**src/rtl/nvb_pkg.sv**
```systemverilog
package nvb_pkg;
    typedef enum logic [1:0] {
        REG_ADDR = 2'd0,
        REG_DATA = 2'd1,
        REG_CTRL = 2'd2,
        REG_IRQ  = 2'd3
    } reg_idx_e;

    typedef enum logic [1:0] {
        OP_IDLE,
        OP_LOAD,
        OP_STORE
    } op_e;

    localparam int CB_LD_GO = 0;
    localparam int CB_LD_EN = 1;
    localparam int CB_ST_GO = 2;
    localparam int CB_ST_EN = 3;
    localparam int IB_FLAG  = 0;
    localparam int IB_IE    = 1;

    typedef struct packed {
        logic st_en;
        logic st_go;
        logic ld_en;
        logic ld_go;
    } ctrl_bits_t;

    function automatic logic [7:0] ctrl_byte(ctrl_bits_t c);
        return {4'b0000, c};
    endfunction
endpackage

```
**src/rtl/nvb_array.sv**
```systemverilog
module nvb_array #(
    parameter int AW = 6,
    parameter int DW = 8
) (
    input  logic          clk,
    input  logic          rst,
    input  logic          we,
    input  logic [AW-1:0] addr,
    input  logic [DW-1:0] wdata,
    output logic [DW-1:0] rdata
);
    localparam int DEPTH = 1 << AW;
    logic [DW-1:0] cells [DEPTH];

    always_ff @(posedge clk) begin
        if (rst) begin
            for (int i = 0; i < DEPTH; i++) cells[i] <= '0;
        end else if (we) begin
            cells[addr] <= wdata;
        end
    end

    assign rdata = cells[addr];
endmodule

```
**src/rtl/nvb_seq.sv**
```systemverilog
module nvb_seq #(
    parameter int AW        = 6,
    parameter int DW        = 8,
    parameter int RD_CYCLES = 2,
    parameter int WR_CYCLES = 64
) (
    input  logic          clk,
    input  logic          rst,
    input  logic          start_ld,
    input  logic          start_st,
    input  logic [AW-1:0] addr_in,
    input  logic [DW-1:0] data_in,
    output logic          ld_busy,
    output logic          st_busy,
    output logic          ld_done,
    output logic          st_done,
    output logic [AW-1:0] op_addr,
    output logic [DW-1:0] op_data
);
    import nvb_pkg::*;
    localparam int MAXC = (WR_CYCLES > RD_CYCLES) ? WR_CYCLES : RD_CYCLES;
    localparam int CW   = $clog2(MAXC + 1);

    op_e           state;
    logic [CW-1:0] cnt;

    always_ff @(posedge clk) begin
        if (rst) begin
            state   <= OP_IDLE;
            cnt     <= '0;
            op_addr <= '0;
            op_data <= '0;
        end else begin
            case (state)
                OP_IDLE: begin
                    if (start_st) begin
                        state   <= OP_STORE;
                        cnt     <= CW'(WR_CYCLES - 1);
                        op_addr <= addr_in;
                        op_data <= data_in;
                    end else if (start_ld) begin
                        state   <= OP_LOAD;
                        cnt     <= CW'(RD_CYCLES - 1);
                        op_addr <= addr_in;
                    end
                end
                default: begin
                    if (cnt == '0) state <= OP_IDLE;
                    else           cnt   <= cnt - 1'b1;
                end
            endcase
        end
    end

    assign ld_busy = (state == OP_LOAD);
    assign st_busy = (state == OP_STORE);
    assign ld_done = ld_busy && (cnt == '0);
    assign st_done = st_busy && (cnt == '0);
endmodule

```
**src/rtl/nvb_regs.sv**
```systemverilog
module nvb_regs #(
    parameter int AW = 6,
    parameter int DW = 8
) (
    input  logic          clk,
    input  logic          rst,
    input  logic          bus_sel,
    input  logic          bus_we,
    input  logic [1:0]    bus_addr,
    input  logic [7:0]    bus_wdata,
    output logic [7:0]    bus_rdata,
    input  logic          irq_ack,
    input  logic          ld_busy,
    input  logic          st_busy,
    input  logic          ld_done,
    input  logic          st_done,
    input  logic [DW-1:0] array_rdata,
    output logic          start_ld,
    output logic          start_st,
    output logic [AW-1:0] addr_q,
    output logic [DW-1:0] data_q,
    output logic          ld_en,
    output logic          st_en,
    output logic          arm,
    output logic          flag,
    output logic          irq
);
    import nvb_pkg::*;

    logic       ie;
    logic       busy;
    logic       wr_ctrl;
    ctrl_bits_t wc;
    ctrl_bits_t rc;

    assign busy    = ld_busy || st_busy;
    assign wr_ctrl = bus_sel && bus_we && (reg_idx_e'(bus_addr) == REG_CTRL);
    assign wc      = ctrl_bits_t'(bus_wdata[3:0]);

    assign start_st = wr_ctrl && wc.st_go && wc.st_en && st_en && arm && !busy;
    assign start_ld = wr_ctrl && wc.ld_go && ld_en && !busy && !start_st;

    always_ff @(posedge clk) begin
        if (rst) begin
            addr_q <= '0;
            data_q <= '0;
            ld_en  <= 1'b0;
            st_en  <= 1'b0;
            arm    <= 1'b0;
            ie     <= 1'b0;
            flag   <= 1'b0;
        end else begin
            if (bus_sel) arm <= wr_ctrl && wc.st_en && !wc.st_go;
            if (bus_sel && bus_we) begin
                case (reg_idx_e'(bus_addr))
                    REG_ADDR: if (!busy) addr_q <= bus_wdata[AW-1:0];
                    REG_DATA: if (!busy) data_q <= bus_wdata[DW-1:0];
                    REG_CTRL: begin
                        ld_en <= wc.ld_en;
                        st_en <= wc.st_en;
                    end
                    default: ie <= bus_wdata[IB_IE];
                endcase
            end
            if (ld_done) data_q <= array_rdata;
            if (st_done)      flag <= 1'b1;
            else if (irq_ack) flag <= 1'b0;
        end
    end

    always_comb begin
        rc = '{st_en: st_en, st_go: st_busy, ld_en: ld_en, ld_go: ld_busy};
        case (reg_idx_e'(bus_addr))
            REG_ADDR: bus_rdata = 8'(addr_q);
            REG_DATA: bus_rdata = 8'(data_q);
            REG_CTRL: bus_rdata = ctrl_byte(rc);
            default:  bus_rdata = {6'b0, ie, flag};
        endcase
    end

    assign irq = flag && ie;
endmodule

```
**src/rtl/nvbyte_ctrl.sv**
```systemverilog
module nvbyte_ctrl #(
    parameter int AW        = 6,
    parameter int DW        = 8,
    parameter int RD_CYCLES = 2,
    parameter int WR_CYCLES = 64
) (
    input  logic       clk,
    input  logic       rst,
    input  logic       bus_sel,
    input  logic       bus_we,
    input  logic [1:0] bus_addr,
    input  logic [7:0] bus_wdata,
    output logic [7:0] bus_rdata,
    input  logic       irq_ack,
    output logic       irq
);
    logic          start_ld, start_st;
    logic          ld_busy, st_busy, ld_done, st_done;
    logic [AW-1:0] addr_q, op_addr;
    logic [DW-1:0] data_q, op_data, array_rdata;
    logic          ld_en, st_en, arm, flag;

    nvb_regs #(.AW(AW), .DW(DW)) u_regs (
        .clk(clk), .rst(rst),
        .bus_sel(bus_sel), .bus_we(bus_we), .bus_addr(bus_addr),
        .bus_wdata(bus_wdata), .bus_rdata(bus_rdata), .irq_ack(irq_ack),
        .ld_busy(ld_busy), .st_busy(st_busy),
        .ld_done(ld_done), .st_done(st_done),
        .array_rdata(array_rdata),
        .start_ld(start_ld), .start_st(start_st),
        .addr_q(addr_q), .data_q(data_q),
        .ld_en(ld_en), .st_en(st_en), .arm(arm), .flag(flag), .irq(irq)
    );

    nvb_seq #(.AW(AW), .DW(DW), .RD_CYCLES(RD_CYCLES), .WR_CYCLES(WR_CYCLES)) u_seq (
        .clk(clk), .rst(rst),
        .start_ld(start_ld), .start_st(start_st),
        .addr_in(addr_q), .data_in(data_q),
        .ld_busy(ld_busy), .st_busy(st_busy),
        .ld_done(ld_done), .st_done(st_done),
        .op_addr(op_addr), .op_data(op_data)
    );

    nvb_array #(.AW(AW), .DW(DW)) u_array (
        .clk(clk), .rst(rst),
        .we(st_done), .addr(op_addr), .wdata(op_data),
        .rdata(array_rdata)
    );
endmodule

```
**config.mk**
```make
export PLATFORM = sky130hd
export DESIGN_NAME = nvbyte_ctrl
export DESIGN_NICKNAME = d
export VERILOG_FILES = /design/src/rtl/nvb_pkg.sv /design/src/rtl/nvb_array.sv /design/src/rtl/nvb_seq.sv /design/src/rtl/nvb_regs.sv /design/src/rtl/nvbyte_ctrl.sv
export SDC_FILE = /design/constraint.sdc
export NUM_CORES = 1
export LEC_CHECK = 0
export ABC_AREA = 1
export ABC_CLOCK_PERIOD_IN_PS = 2700
export CAP_MARGIN = 5
export CORE_AREA = 8 8 248 250
export CTS_CLUSTER_DIAMETER = 80
export DETAILED_ROUTE_END_ITERATION = 10
export DIE_AREA = 0 0 256 258
export PLACE_DENSITY = 0.64
export SYNTH_ARGS = -nofsm -noshare
export SYNTH_HDL_FRONTEND = slang
export SYNTH_SLANG_ARGS = --single-unit
export TNS_END_PERCENT = 5
```
**constraint.sdc**
```tcl
create_clock -name clk -period 2.7 [get_ports clk]
set_input_delay 0.54 -clock clk [delete_from_list [all_inputs] [get_ports clk]]
set_output_delay 0.54 -clock clk [all_outputs]
set_load 0.02 [all_outputs]
```
==> results.json, run 1 <==
{
  "grt_pass1_wl_um": 106600,
  "setup_viol": 0,
  "final_common_cell": "nand2_1",
  "fin_nets": 2764,
  "drive_above_1_share_pct": 9.524,
  "rows": 88,
  "grt_pass1_vias": 18700,
  "antenna_found_initial": 0,
  "cts_root_buf": "clkbuf_16",
  "status": "finished, final reports clean",
  "die_area_um2": 66050,
  "power_frac_comb_pct": 2.8,
  "hold_path_class": "reg2reg",
  "cts_buffer_depth": 3,
  "dr.pass1.iters": 5,
  "mostFrequentLayoutCells": "nand2_1 (769), nor2_1 (541), edfxtp_1 (512)",
  "peakVddDrop_mv": 0.5215,
  "dp_hpwl_um": 44710,
  "regArea_um2": 16340,
  "gp_congestion": 0.9042,
  "ys_ff_latch": 560,
  "clock.fmax_mhz": 398.9,
  "rsz0062_at_grt": "false",
  "p_per_area_nw_per_um2": 616.1,
  "final_core_util_pct": 50.49,
  "clk_pin_slew_ns": 0.06,
  "pwr-share-seq_pct": 54.8,
  "finalPower_mw": 17.85,
  "critical_path_peak_fanout": 7,
  "netSwitchingFraction_pct": 20.68,
  "synth.avg_cell_area_um2": 9.362,
  "criticalPathCategory": "in2out",
  "io_pins": 24,
  "cts-htree-levels": 2,
  "clock-skew-final_ns": 0.02594,
  "crit_family": "buffers and inverters",
  "wl_um": 70260,
  "worstPathRequired_ns": 2.16,
  "syn_inst": 2744,
  "clock-sinks": 560,
  "leakage_nw": 10.51,
  "area.growth.synth_to_final_pct": 12.75,
  "crit_chain": "clkdlybuf4s50_1 > inv_1 > nor2_1 > buf_4 > nand2_1 > o2111ai_1 > dlygate4sd2_1",
  "yosysTopAreaCell": "edfxtp_1",
  "clk_latency_ns": 0.61,
  "maxSlewViolCount": 0,
  "drc_errors": 0,
  "p_int_mw": 14.16,
  "grt-ovfl-total": 0,
  "initial_utilization_pct": 44.78,
  "routedWlPerCell_um": 19.75,
  "maxSlewHeadroom_pct": 32.23,
  "die_h_um": 258,
  "multiInputGateArea_um2": 8362,
  "critPathLaunchType": "input pin",
  "arrival_ns": 1.97,
  "post_cts_buffers": 0,
  "fin_setup_tns_ns": 0,
  "yosys_warnings": 0,
  "grt_max_degree": 100,
  "cts_buffers": 57,
  "synth_area_leaders": "edfxtp_1 (60%), nand2_1 (11%), nand3_1 (8.9%), nor2_1 (7.9%), dfxtp_1 (3.7%)",
  "die_width_um": 256,
  "clockPowerShare_pct": 42.4,
  "track_usage_pct": 20.53,
  "slowest_stage": "clkdlybuf4s50_1",
  "p_sw_mw": 3.690,
  "port-buffer-count": 23,
  "finalHoldViolations": 0,
  "synth_cell_types": 33,
  "synth_nets": 2764,
  "final_antenna_net_count": 0,
  "worst_setup_path_end_kind": "output pin",
  "fin_crit_sh_pct": 92.86,
  "diodes": 0,
  "worst_pin_slew_ns": 1.009,
  "drt-vias-per-instance": 5.496,
  "drtIter0Drc": 2316,
  "synth_area_um2": 25690,
  "drv_cap": 0,
  "cts_tree": "yes",
  "fillers": 5202,
  "synth_top_area_share_pct": 59.85,
  "path_buf_inv": 4,
  "yosysSeqAreaShare_pct": 63.59,
  "slowest_delay_ns": 0.50,
  "vias": 19550,
  "fin_crit_ns": 2.507,
  "core_um2": 57370
}
## Yosys cell counts
cell	instances
or2_2	2
nand3_1	459
nor2_1	541
clkinv_1	1
inv_1	60
nand3_4	1
inv_2	6
dfxtp_1	48
nand3_2	1
a21o_1	1
o211a_1	1
clkbuf_1	130
o2111ai_1	1
o21ai_0	31
a221oi_1	1
nor3_2	3
nand2_1	769
nor3_1	10
or3_1	1
nor2_2	1
a21oi_1	30
nand2_2	54
ha_1	5
xor2_1	2
a211oi_1	1
o211ai_1	5
xnor2_1	1
edfxtp_1	512
buf_2	28
buf_6	1
nor3_4	2
nor4_4	8
buf_1	27
## cells by family after synthesis
group	Yosys count	share of synthesized area, %
XOR/XNOR	3	0.1023
flip-flops	560	63.59
adder cells (fa/ha/maj)	5	0.2435
AND/OR/NAND/NOR	1852	30.70
AO/OA/AOI/OAI	71	1.500
buffers and inverters	253	3.862
## power groups by stage
| stage | Combinational, mW | Clock, mW | Sequential, mW |
|---|---|---|---|
| 2_1_floorplan | 0.324 | 0 | 9.93 |
| 3_3_place_gp | 0.484 | 0 | 9.96 |
| 3_5_place_dp | 0.498 | 0 | 9.96 |
| 4_1_cts | 0.498 | 7.65 | 9.78 |
| 5_1_grt | 0.549 | 7.97 | 9.80 |
| 6_report | 0.499 | 7.56 | 9.78 |
## final timing paths
| check | startpoint | endpoint | slack, ns | cells past startpoint |
|---|---|---|---|---|
| worst max-delay path | bus_addr[0] | bus_rdata[0] | 0.19 | 7 |
| worst min-delay path | u_seq.cnt[0] | u_seq.cnt[0] | 0.47 | 2 |
| worst max register to register | u_seq.cnt[4] | u_array.cells[11][2] | 0.28 | 10 |
| worst min register to register | u_seq.cnt[0] | u_seq.cnt[0] | 0.47 | 2 |
## final cells by class
class	count	area share [%]
multi-input cells	1931	28.87
inverters	67	0.8985
clock buffers	79	5.425
clock inverters	29	0.6998
well taps	765	3.305
flip-flops and latches	560	56.43
repair buffers	127	4.376
## metal layers
metal	part of all wire [%]	up-vias	global-route usage, %
li1	-	9175	-
met1	41	9373	27.32
met2	47	873	33.70
met3	8.5	133	3.657
met4	3.3	0	7.300
met5	0	-	0
## what timing repair did
| item | in CTS | in global routing |
|---|---|---|
| gates cloned | 0 | 0 |
| setup endpoints to repair | 7 | 1 |
| resized for setup | 7 | 1 |
| hold buffers | 0 | 0 |
## registers in the layout, summed over array words and instances (netlist names), 2 cells and up, named ones only
signal	count
u_array.cells	512
u_regs.addr_q	6
u_seq.cnt	7
u_seq.op_addr	6
u_seq.op_data	8
u_regs.data_q	8
u_seq.state	2
## worst reg2reg max path: stages, from the launching register on
cell	delay, ns
dfxtp_1	0.33
nor2_1	0.13
nand2_1	0.09
inv_1	0.07
nand3_2	0.09
inv_2	0.10
nand3_4	0.28
nor3_4	0.23
buf_4	0.24
nand2_2	0.14
nand2_1	0.35
## per-stage QoR
step                worst slack, ns  cells  instance area, um^2  hold WS (ns)
floorplan                    0.4573   2744                25690        0.4300
global placement           -0.08779   3450                27200        0.4516
detailed placement         -0.07488   3450                27200        0.4586
CTS                         0.02442   3558                28960        0.4677
global route                0.07959   3558                28970        0.4908
finish                       0.1928   3558                28970        0.4652
(Power assumes the default switching activity.)
==> inputs of run 2 (changes only) <==
SLEW_MARGIN = 15   (was default)
==> results of run 2 <==
Final layout, timing and power as in run 1 (identical DEF).
